===== config.mk =====
export PLATFORM = sky130hd
export DESIGN_NAME = svc_status_byte
export DESIGN_NICKNAME = d
export VERILOG_FILES = /design/src/rtl/svc_pkg.sv /design/src/rtl/svc_enable_reg.sv /design/src/rtl/svc_summary.sv /design/src/rtl/svc_rqs_fsm.sv /design/src/rtl/svc_status_byte.sv
export SDC_FILE = /design/constraint.sdc
export NUM_CORES = 1
export LEC_CHECK = 0
export CORE_MARGIN = 3
export CORE_UTILIZATION = 32
export CTS_CLUSTER_SIZE = 14
export DETAILED_ROUTE_END_ITERATION = 8
export PLACE_DENSITY = 0.79
export SETUP_SLACK_MARGIN = 0.3
export SLEW_MARGIN = 20
export SYNTH_ARGS = -nofsm -noshare
export SYNTH_HDL_FRONTEND = slang
export SYNTH_SLANG_ARGS = --single-unit

===== constraint.sdc =====
create_clock -name clk -period 1.7 [get_ports clk]
set_clock_uncertainty 0.05 [all_clocks]
set_input_delay 0.34 -clock clk [delete_from_list [all_inputs] [get_ports clk]]
set_output_delay 0.34 -clock clk [all_outputs]
set_load 0.02 [all_outputs]

===== src/rtl/svc_pkg.sv =====
package svc_pkg;
    localparam int SB_W    = 8;
    localparam int RQS_POS = 6;
    localparam int MAV_POS = 4;
    localparam int SUM_W   = SB_W - 1;

    typedef enum logic [1:0] {
        ST_ARMED   = 2'd0,
        ST_PENDING = 2'd1,
        ST_DRAINED = 2'd2
    } rqs_state_t;
endpackage


===== src/rtl/svc_enable_reg.sv =====
module svc_enable_reg #(
    parameter int W    = 8,
    parameter int HOLE = 6
) (
    input  logic         clk,
    input  logic         rst,
    input  logic         wr,
    input  logic [W-1:0] wdata,
    output logic [W-1:0] q
);
    logic hole_unused;
    assign hole_unused = wdata[HOLE];

    for (genvar i = 0; i < W; i++) begin : g_bit
        if (i == HOLE) begin : g_hole
            assign q[i] = 1'b0;
        end else begin : g_store
            logic bit_q;
            always_ff @(posedge clk) begin
                if (rst)
                    bit_q <= 1'b0;
                else if (wr)
                    bit_q <= wdata[i];
            end
            assign q[i] = bit_q;
        end
    end

    a_r2_mask_load: assert property (@(posedge clk) disable iff (rst)
        wr |=> (q == ($past(wdata) & ~(W'(1) << HOLE))));
endmodule


===== src/rtl/svc_summary.sv =====
module svc_summary #(
    parameter int W    = 8,
    parameter int HOLE = 6
) (
    input  logic [W-1:0] status,
    input  logic [W-1:0] enable,
    output logic         mss
);
    logic [W-1:0] hits;
    for (genvar i = 0; i < W; i++) begin : g_hit
        if (i == HOLE) begin : g_skip
            assign hits[i] = 1'b0;
        end else begin : g_and
            assign hits[i] = status[i] & enable[i];
        end
    end
    assign mss = |hits;
endmodule


===== src/rtl/svc_rqs_fsm.sv =====
module svc_rqs_fsm
    import svc_pkg::*;
(
    input  logic clk,
    input  logic rst,
    input  logic mss,
    input  logic poll,
    input  logic query,
    output logic srq
);
    rqs_state_t state, state_nx;
    logic       mss_q;
    logic       rise;

    assign rise = mss & ~mss_q;

    always_ff @(posedge clk) begin
        if (rst) begin
            state <= ST_ARMED;
            mss_q <= 1'b0;
        end else begin
            state <= state_nx;
            mss_q <= mss;
        end
    end

    always_comb begin
        state_nx = state;
        unique case (state)
            ST_ARMED:
                if (rise) state_nx = ST_PENDING;
            ST_PENDING:
                if (poll) begin
                    if (rise)     state_nx = ST_PENDING;
                    else if (mss) state_nx = ST_DRAINED;
                    else          state_nx = ST_ARMED;
                end
            ST_DRAINED:
                if (!mss) state_nx = ST_ARMED;
            default:
                state_nx = ST_ARMED;
        endcase
    end

    always_comb begin
        srq = 1'b0;
        unique case (state)
            ST_PENDING: srq = 1'b1;
            default:    srq = 1'b0;
        endcase
    end

    a_r4_set_needs_rise: assert property (@(posedge clk) disable iff (rst)
        $rose(srq) |-> $past(mss));
    a_r5_poll_clears: assert property (@(posedge clk) disable iff (rst)
        (poll && srq && !rise) |=> !srq);
    a_r6_query_inert: assert property (@(posedge clk) disable iff (rst)
        (query && !poll && srq) |=> srq);
    a_r7_no_retrigger: assert property (@(posedge clk) disable iff (rst)
        (!srq && mss && mss_q) |=> !srq);
    a_r8_set_wins: assert property (@(posedge clk) disable iff (rst)
        (poll && rise) |=> srq);
    a_r4_armed_low: assert property (@(posedge clk) disable iff (rst)
        (state == ST_ARMED) |-> !mss_q);
endmodule


===== src/rtl/svc_status_byte.sv =====
module svc_status_byte
    import svc_pkg::*;
(
    input  logic             clk,
    input  logic             rst,
    input  logic [SUM_W-1:0] sum_in,
    input  logic             en_wr,
    input  logic [SB_W-1:0]  en_wdata,
    output logic [SB_W-1:0]  en_rdata,
    input  logic             poll_rd,
    input  logic             query_rd,
    output logic [SB_W-1:0]  poll_data,
    output logic [SB_W-1:0]  query_data,
    output logic             srq
);
    logic [SB_W-1:0] live;
    logic            mss;

    for (genvar i = 0; i < SB_W; i++) begin : g_map
        if (i < RQS_POS) begin : g_low
            assign live[i] = sum_in[i];
        end else if (i == RQS_POS) begin : g_gap
            assign live[i] = 1'b0;
        end else begin : g_high
            assign live[i] = sum_in[i-1];
        end
    end

    svc_enable_reg #(.W(SB_W), .HOLE(RQS_POS)) u_en (
        .clk   (clk),
        .rst   (rst),
        .wr    (en_wr),
        .wdata (en_wdata),
        .q     (en_rdata)
    );

    svc_summary #(.W(SB_W), .HOLE(RQS_POS)) u_sum (
        .status (live),
        .enable (en_rdata),
        .mss    (mss)
    );

    svc_rqs_fsm u_fsm (
        .clk   (clk),
        .rst   (rst),
        .mss   (mss),
        .poll  (poll_rd),
        .query (query_rd),
        .srq   (srq)
    );

    always_comb begin
        query_data          = live;
        query_data[RQS_POS] = mss;
        poll_data           = live;
        poll_data[RQS_POS]  = srq;
    end

    a_r1_live_mav: assert property (@(posedge clk) disable iff (rst)
        (poll_data[MAV_POS] == sum_in[MAV_POS]) && (query_data[MAV_POS] == sum_in[MAV_POS]));
    a_r9_reset_clear: assert property (@(posedge clk)
        $past(rst) |-> (!srq && en_rdata == '0));
endmodule


Yosys cells after proc, flatten, opt, wreduce, memory -nomap -nowiden:

Index checks and enable logic that the tools add are counted.

* flip-flop bits (word level): 10
* input bits: 20
* word-level logic and storage cells: 33

* eq/ne operators: 5
* mux-type cells: 7
* bitwise gates (word level): 9
* reductions and logical operators: 3

Operators with widths (number)
* two-way mux 2 bit: 5
* AND 1 bit: 8
* OR reduction 7 bit: 1
* one-hot mux 2 bit (3 select lines): 1
* != test 2 bit (second input constant): 2
* AND reduction 3 bit: 1
* equality test 2 x 1 -> 1 bit (second input constant): 1
* equality test 2 bit (second input constant): 1
* zero test 2 bit: 1
* != test 2 x 1 -> 1 bit (second input constant): 1
* two-way mux 1 bit: 1
* inverter 1 bit: 1

Logic depth before layout (Yosys ltp):

* depth after elaboration: 6
* depth in mapped cells: 4

Hierarchy:

A second synthesis with hierarchy kept.

* cells, all modules: 63
* area, all modules: 593.1 um^2

By module, submodules not included
* svc_enable_reg: instances 1, cells an instance 31, area each 311.5 um^2
* svc_rqs_fsm: instances 1, cells an instance 11, area each 127.6 um^2
* svc_status_byte: instances 1, cells an instance 17, area each 123.9 um^2
* svc_summary: instances 1, cells an instance 4, area each 30.0 um^2

Worst setup path before layout:

Ideal clock, no wire load.

* path type: input to output
* from: input sum_in[4]
* to: output query_data[6]
* arrival time: 1.051 ns
* required time: 1.310 ns
* setup slack: 0.259 ns
* cell stages on the path: 4
* path buffers: 1
* path through: a222oi_1 -> and3_2 -> inv_1 -> buf_4

* longest elaborated chain between the ends: 2

Ends and longest elaborated chain
* from (decl): RTL line svc_status_byte.sv:6 `input logic [SUM_W-1:0] sum_in,`
* AND 1 bit: RTL line svc_summary.sv:14 `assign hits[i] = status[i] & enable[i];`
* OR reduction 7 bit: RTL line svc_summary.sv:17 `assign mss = |hits;`
* to (decl): RTL line svc_status_byte.sv:13 `output logic [SB_W-1:0] query_data,`

No other way between the ends.

Worst setup path after layout:

* from: register u_en.g_bit[4].g_store.bit_q
* to: output query_data[6]

* longest elaborated chain between the ends: 2

Ends and longest elaborated chain
* from (decl): RTL line svc_enable_reg.sv:18 `logic bit_q;`
* from (signal assigned): RTL line svc_enable_reg.sv:23 `bit_q <= wdata[i];`
* AND 1 bit: RTL line svc_summary.sv:14
* OR reduction 7 bit: RTL line svc_summary.sv:17

No other way between the ends.

==> metrics.txt <==
antenna fix cells=0; All-Layer GR Usage=about an eighth; Max Transition Viols Final=0; residual DRC count=0; type of destination of the critical path=output pin; pin count of the biggest net entering global routing=8; # H-tree levels=1; First DRT Iteration DRCs=7; status=complete, no violations; number of cells on the worst reg-to-reg path=4; fin crit share=between 90 and 100%; worst path cell trace=a222oi_1 > and3_4 > inv_2 > buf_6; number of vias per cell after detailed routing=4.25; total setup violations reported at the end of the flow=0; Critical Path Slowest Stage Cell=sky130_fd_sc_hd__dfxtp_2; category of the critical setup timing path=reg2out; count of cell types in the netlist=17; max-capacitance violation count=0; overall die width=48.5 µm; placement row count=14; Clk Latency, worst-skew pair=0.26 ns; core region area=1590 µm²; number of clock sinks=10; number of buffers added by the clock tree synthesis step=3; number of instances in the synthesized netlist=64; number of detailed-routing iterations run before antenna repair=4; CP max FO=2; Yosys Warn Count=0; leakage component of the power=0.000449 µW; total detailed-routing wirelength=1430 µm; proportion of netlist area held by the largest area contributor=34.7%; arrival time at the worst endpoint=1.28 ns; effective utilization at floorplan=36.2%; net count after synthesis=84; number of buffers between clock root and the deepest sink=2; root cell of the clock tree=sky130_fd_sc_hd__clkbuf_4; critical path required time=1.31 ns; post-layout min period=1.67 ns; number of nets in the layout=roughly 120; clock-pin slew reported for the worst setup and hold paths after clock tree synthesis=0.07 ns; register area share after synthesis=34.7%; relative area change from synthesis to final layout=55.3%; number of I/O port buffers=41; library cell occupying the most area in the post-synthesis netlist=sky130_fd_sc_hd__dfxtp_1; per-cell routed wire length=between 10 and 15 µm; vias in the first global route=514; buffers and inverters on the worst path=2; maximum ir drop on the vdd rail=0.000638 V; top cell family by delay on the critical path=flip-flops; ratio of cells with drive above 1 in the final layout=between 40% and 50%; CTS tree=yes; post-synthesis area per instance=between 9 and 10 µm²; Min-Delay Path Depth=2; number of nets with antenna violations after detailed routing=0; Max Freq=between 0.5 and 0.6 GHz; first-pass GRT wire length=2320 µm; Filler Cells Inserted=about 170; via count of the routed design=501; die height=slightly below 50 µm; number of gates on the worst path with buffers counted=4; highest cell delay on the worst timing path=0.32 ns; final hold vios=0; unrepaired setup endpoints after global routing=yes; power density normalized to cell area=774 nW/µm²; Congestion Overflow GR=0; ranking of synthesized cells by area=sky130_fd_sc_hd__dfxtp_1, sky130_fd_sc_hd__buf_4, sky130_fd_sc_hd__mux2i_1; Post-Syn Area=577 µm²; worst hold slack=a little under 0.5 ns; setup total negative slack=0 ns; total die area=2350 µm²; weighted congestion at the end of routability-driven global placement=0.616; CP Launch Type=flop; number of top-level pins=between 40 and 50; antenna violations before repair=0; DP Wirelength=1150 µm; type of the tightest min-delay check=reg2reg; register bit total from synthesis=10; setup slack on the worst flop-to-flop path=0.52 ns
cell type report:
class	count	area, µm²	share of cell area (%)
Tap cell	24	30.0	3.35
Sequential cell	10	203	22.6
Inverter	1	3.75	0.419
Multi-Input combinational cell	27	205	22.9
Timing Repair Buffer	52	418	46.6
Clock buffer	4	36.3	4.05
cell families (layout without fill, tap and decap cells):
family / Yosys count / count (layout) / share of synthesized area (%)
buf+inv: 27 / 57 / 33.4
simple gates: 13 / 13 / 10.6
flops: 10 / 10 / 34.7
mux: 7 / 7 / 12.1
compound gates: 6 / 6 / 8.46
other cells: 1 / 1 / 0.650
tightest hold or removal path: cells and delay by family, from the launching register on:
kind	cells	cell delay (ns)
compound gates	2	0.16
flops	1	0.34
layout by cell type, fill, tap and decap left out, types with 2 or more instances in the layout:
| cell | count |
|---|---|
| sky130_fd_sc_hd__buf_2 | 5 |
| sky130_fd_sc_hd__dlygate4sd2_1 | 14 |
| sky130_fd_sc_hd__a22oi_2 | 2 |
| sky130_fd_sc_hd__clkbuf_2 | 5 |
| sky130_fd_sc_hd__buf_4 | 15 |
| sky130_fd_sc_hd__mux2i_1 | 7 |
| sky130_fd_sc_hd__dfxtp_1 | 8 |
| sky130_fd_sc_hd__nor2_1 | 8 |
| sky130_fd_sc_hd__clkbuf_4 | 3 |
| sky130_fd_sc_hd__clkdlybuf4s50_1 | 10 |
| sky130_fd_sc_hd__dfxtp_2 | 2 |
| sky130_fd_sc_hd__buf_6 | 2 |
power breakdown:
group,switching [µW],internal (µW)
Sequential,10.5,250
Clock,84.6,130
Combinational,105,113
worst paths after layout:
path / from / end
setup / recovery: u_en.g_bit[4].g_store.bit_q$_SDFFE_PP0P_ / query_data[6]
hold reg to reg: u_fsm.mss_q$_SDFF_PP0_ / u_fsm.state[0]$_SDFFE_PP0P_
hold / removal: u_fsm.mss_q$_SDFF_PP0_ / u_fsm.state[0]$_SDFFE_PP0P_
setup reg to reg: u_en.g_bit[4].g_store.bit_q$_SDFFE_PP0P_ / u_fsm.state[1]$_SDFFE_PP0P_
state kept, by name (all words and copies together), names as in the netlist:
signal,flops
u_fsm.mss_q,1
u_fsm.state,2
u_en.g_bit.g_store.bit_q,7
Yosys cell counts:
| master | instances |
|---|---|
| sky130_fd_sc_hd__dfxtp_1 | 10 |
| sky130_fd_sc_hd__nor3_1 | 1 |
| sky130_fd_sc_hd__nor2b_1 | 2 |
| sky130_fd_sc_hd__mux2i_1 | 7 |
| sky130_fd_sc_hd__a22oi_1 | 2 |
| sky130_fd_sc_hd__a222oi_1 | 1 |
| sky130_fd_sc_hd__conb_1 | 1 |
| sky130_fd_sc_hd__buf_1 | 1 |
| sky130_fd_sc_hd__nand2b_1 | 1 |
| sky130_fd_sc_hd__a211o_1 | 1 |
| sky130_fd_sc_hd__buf_4 | 24 |
| sky130_fd_sc_hd__a21oi_2 | 1 |
| sky130_fd_sc_hd__inv_1 | 1 |
| sky130_fd_sc_hd__nor2_1 | 8 |
| sky130_fd_sc_hd__buf_2 | 1 |
| sky130_fd_sc_hd__and3_2 | 1 |
| sky130_fd_sc_hd__a31oi_1 | 1 |
routing by layer:
metal  up-vias  share of wire, %  global-route usage, %
met5         -                 0                      0
met4         0                 0                   2.84
met3         0               9.1                   7.06
met2        28                56                   24.5
met1       226                35                   11.5
li1        247                 -                      -
through the flow:
stage,cell area (µm²),power (µW),utilization (%),setup slack (ns),cells
floorplan,584,411,-,0.287,64
global placement,915,502,57.4,-0.587,114
detailed placement,915,506,57.4,-0.611,114
CTS,940,706,58.9,0.00906,118
global route,896,738,56.2,-0.0701,118
finish,896,694,56.2,0.0301,118
what timing repair did:
action,CTS,global route
pin swaps,4,0
hold buffers,0,0
setup endpoints to repair,25,13
resized for setup,74,15
setup buffers,0,0
gates cloned,0,0
Note: power is estimated with default switching activity, not from simulation.
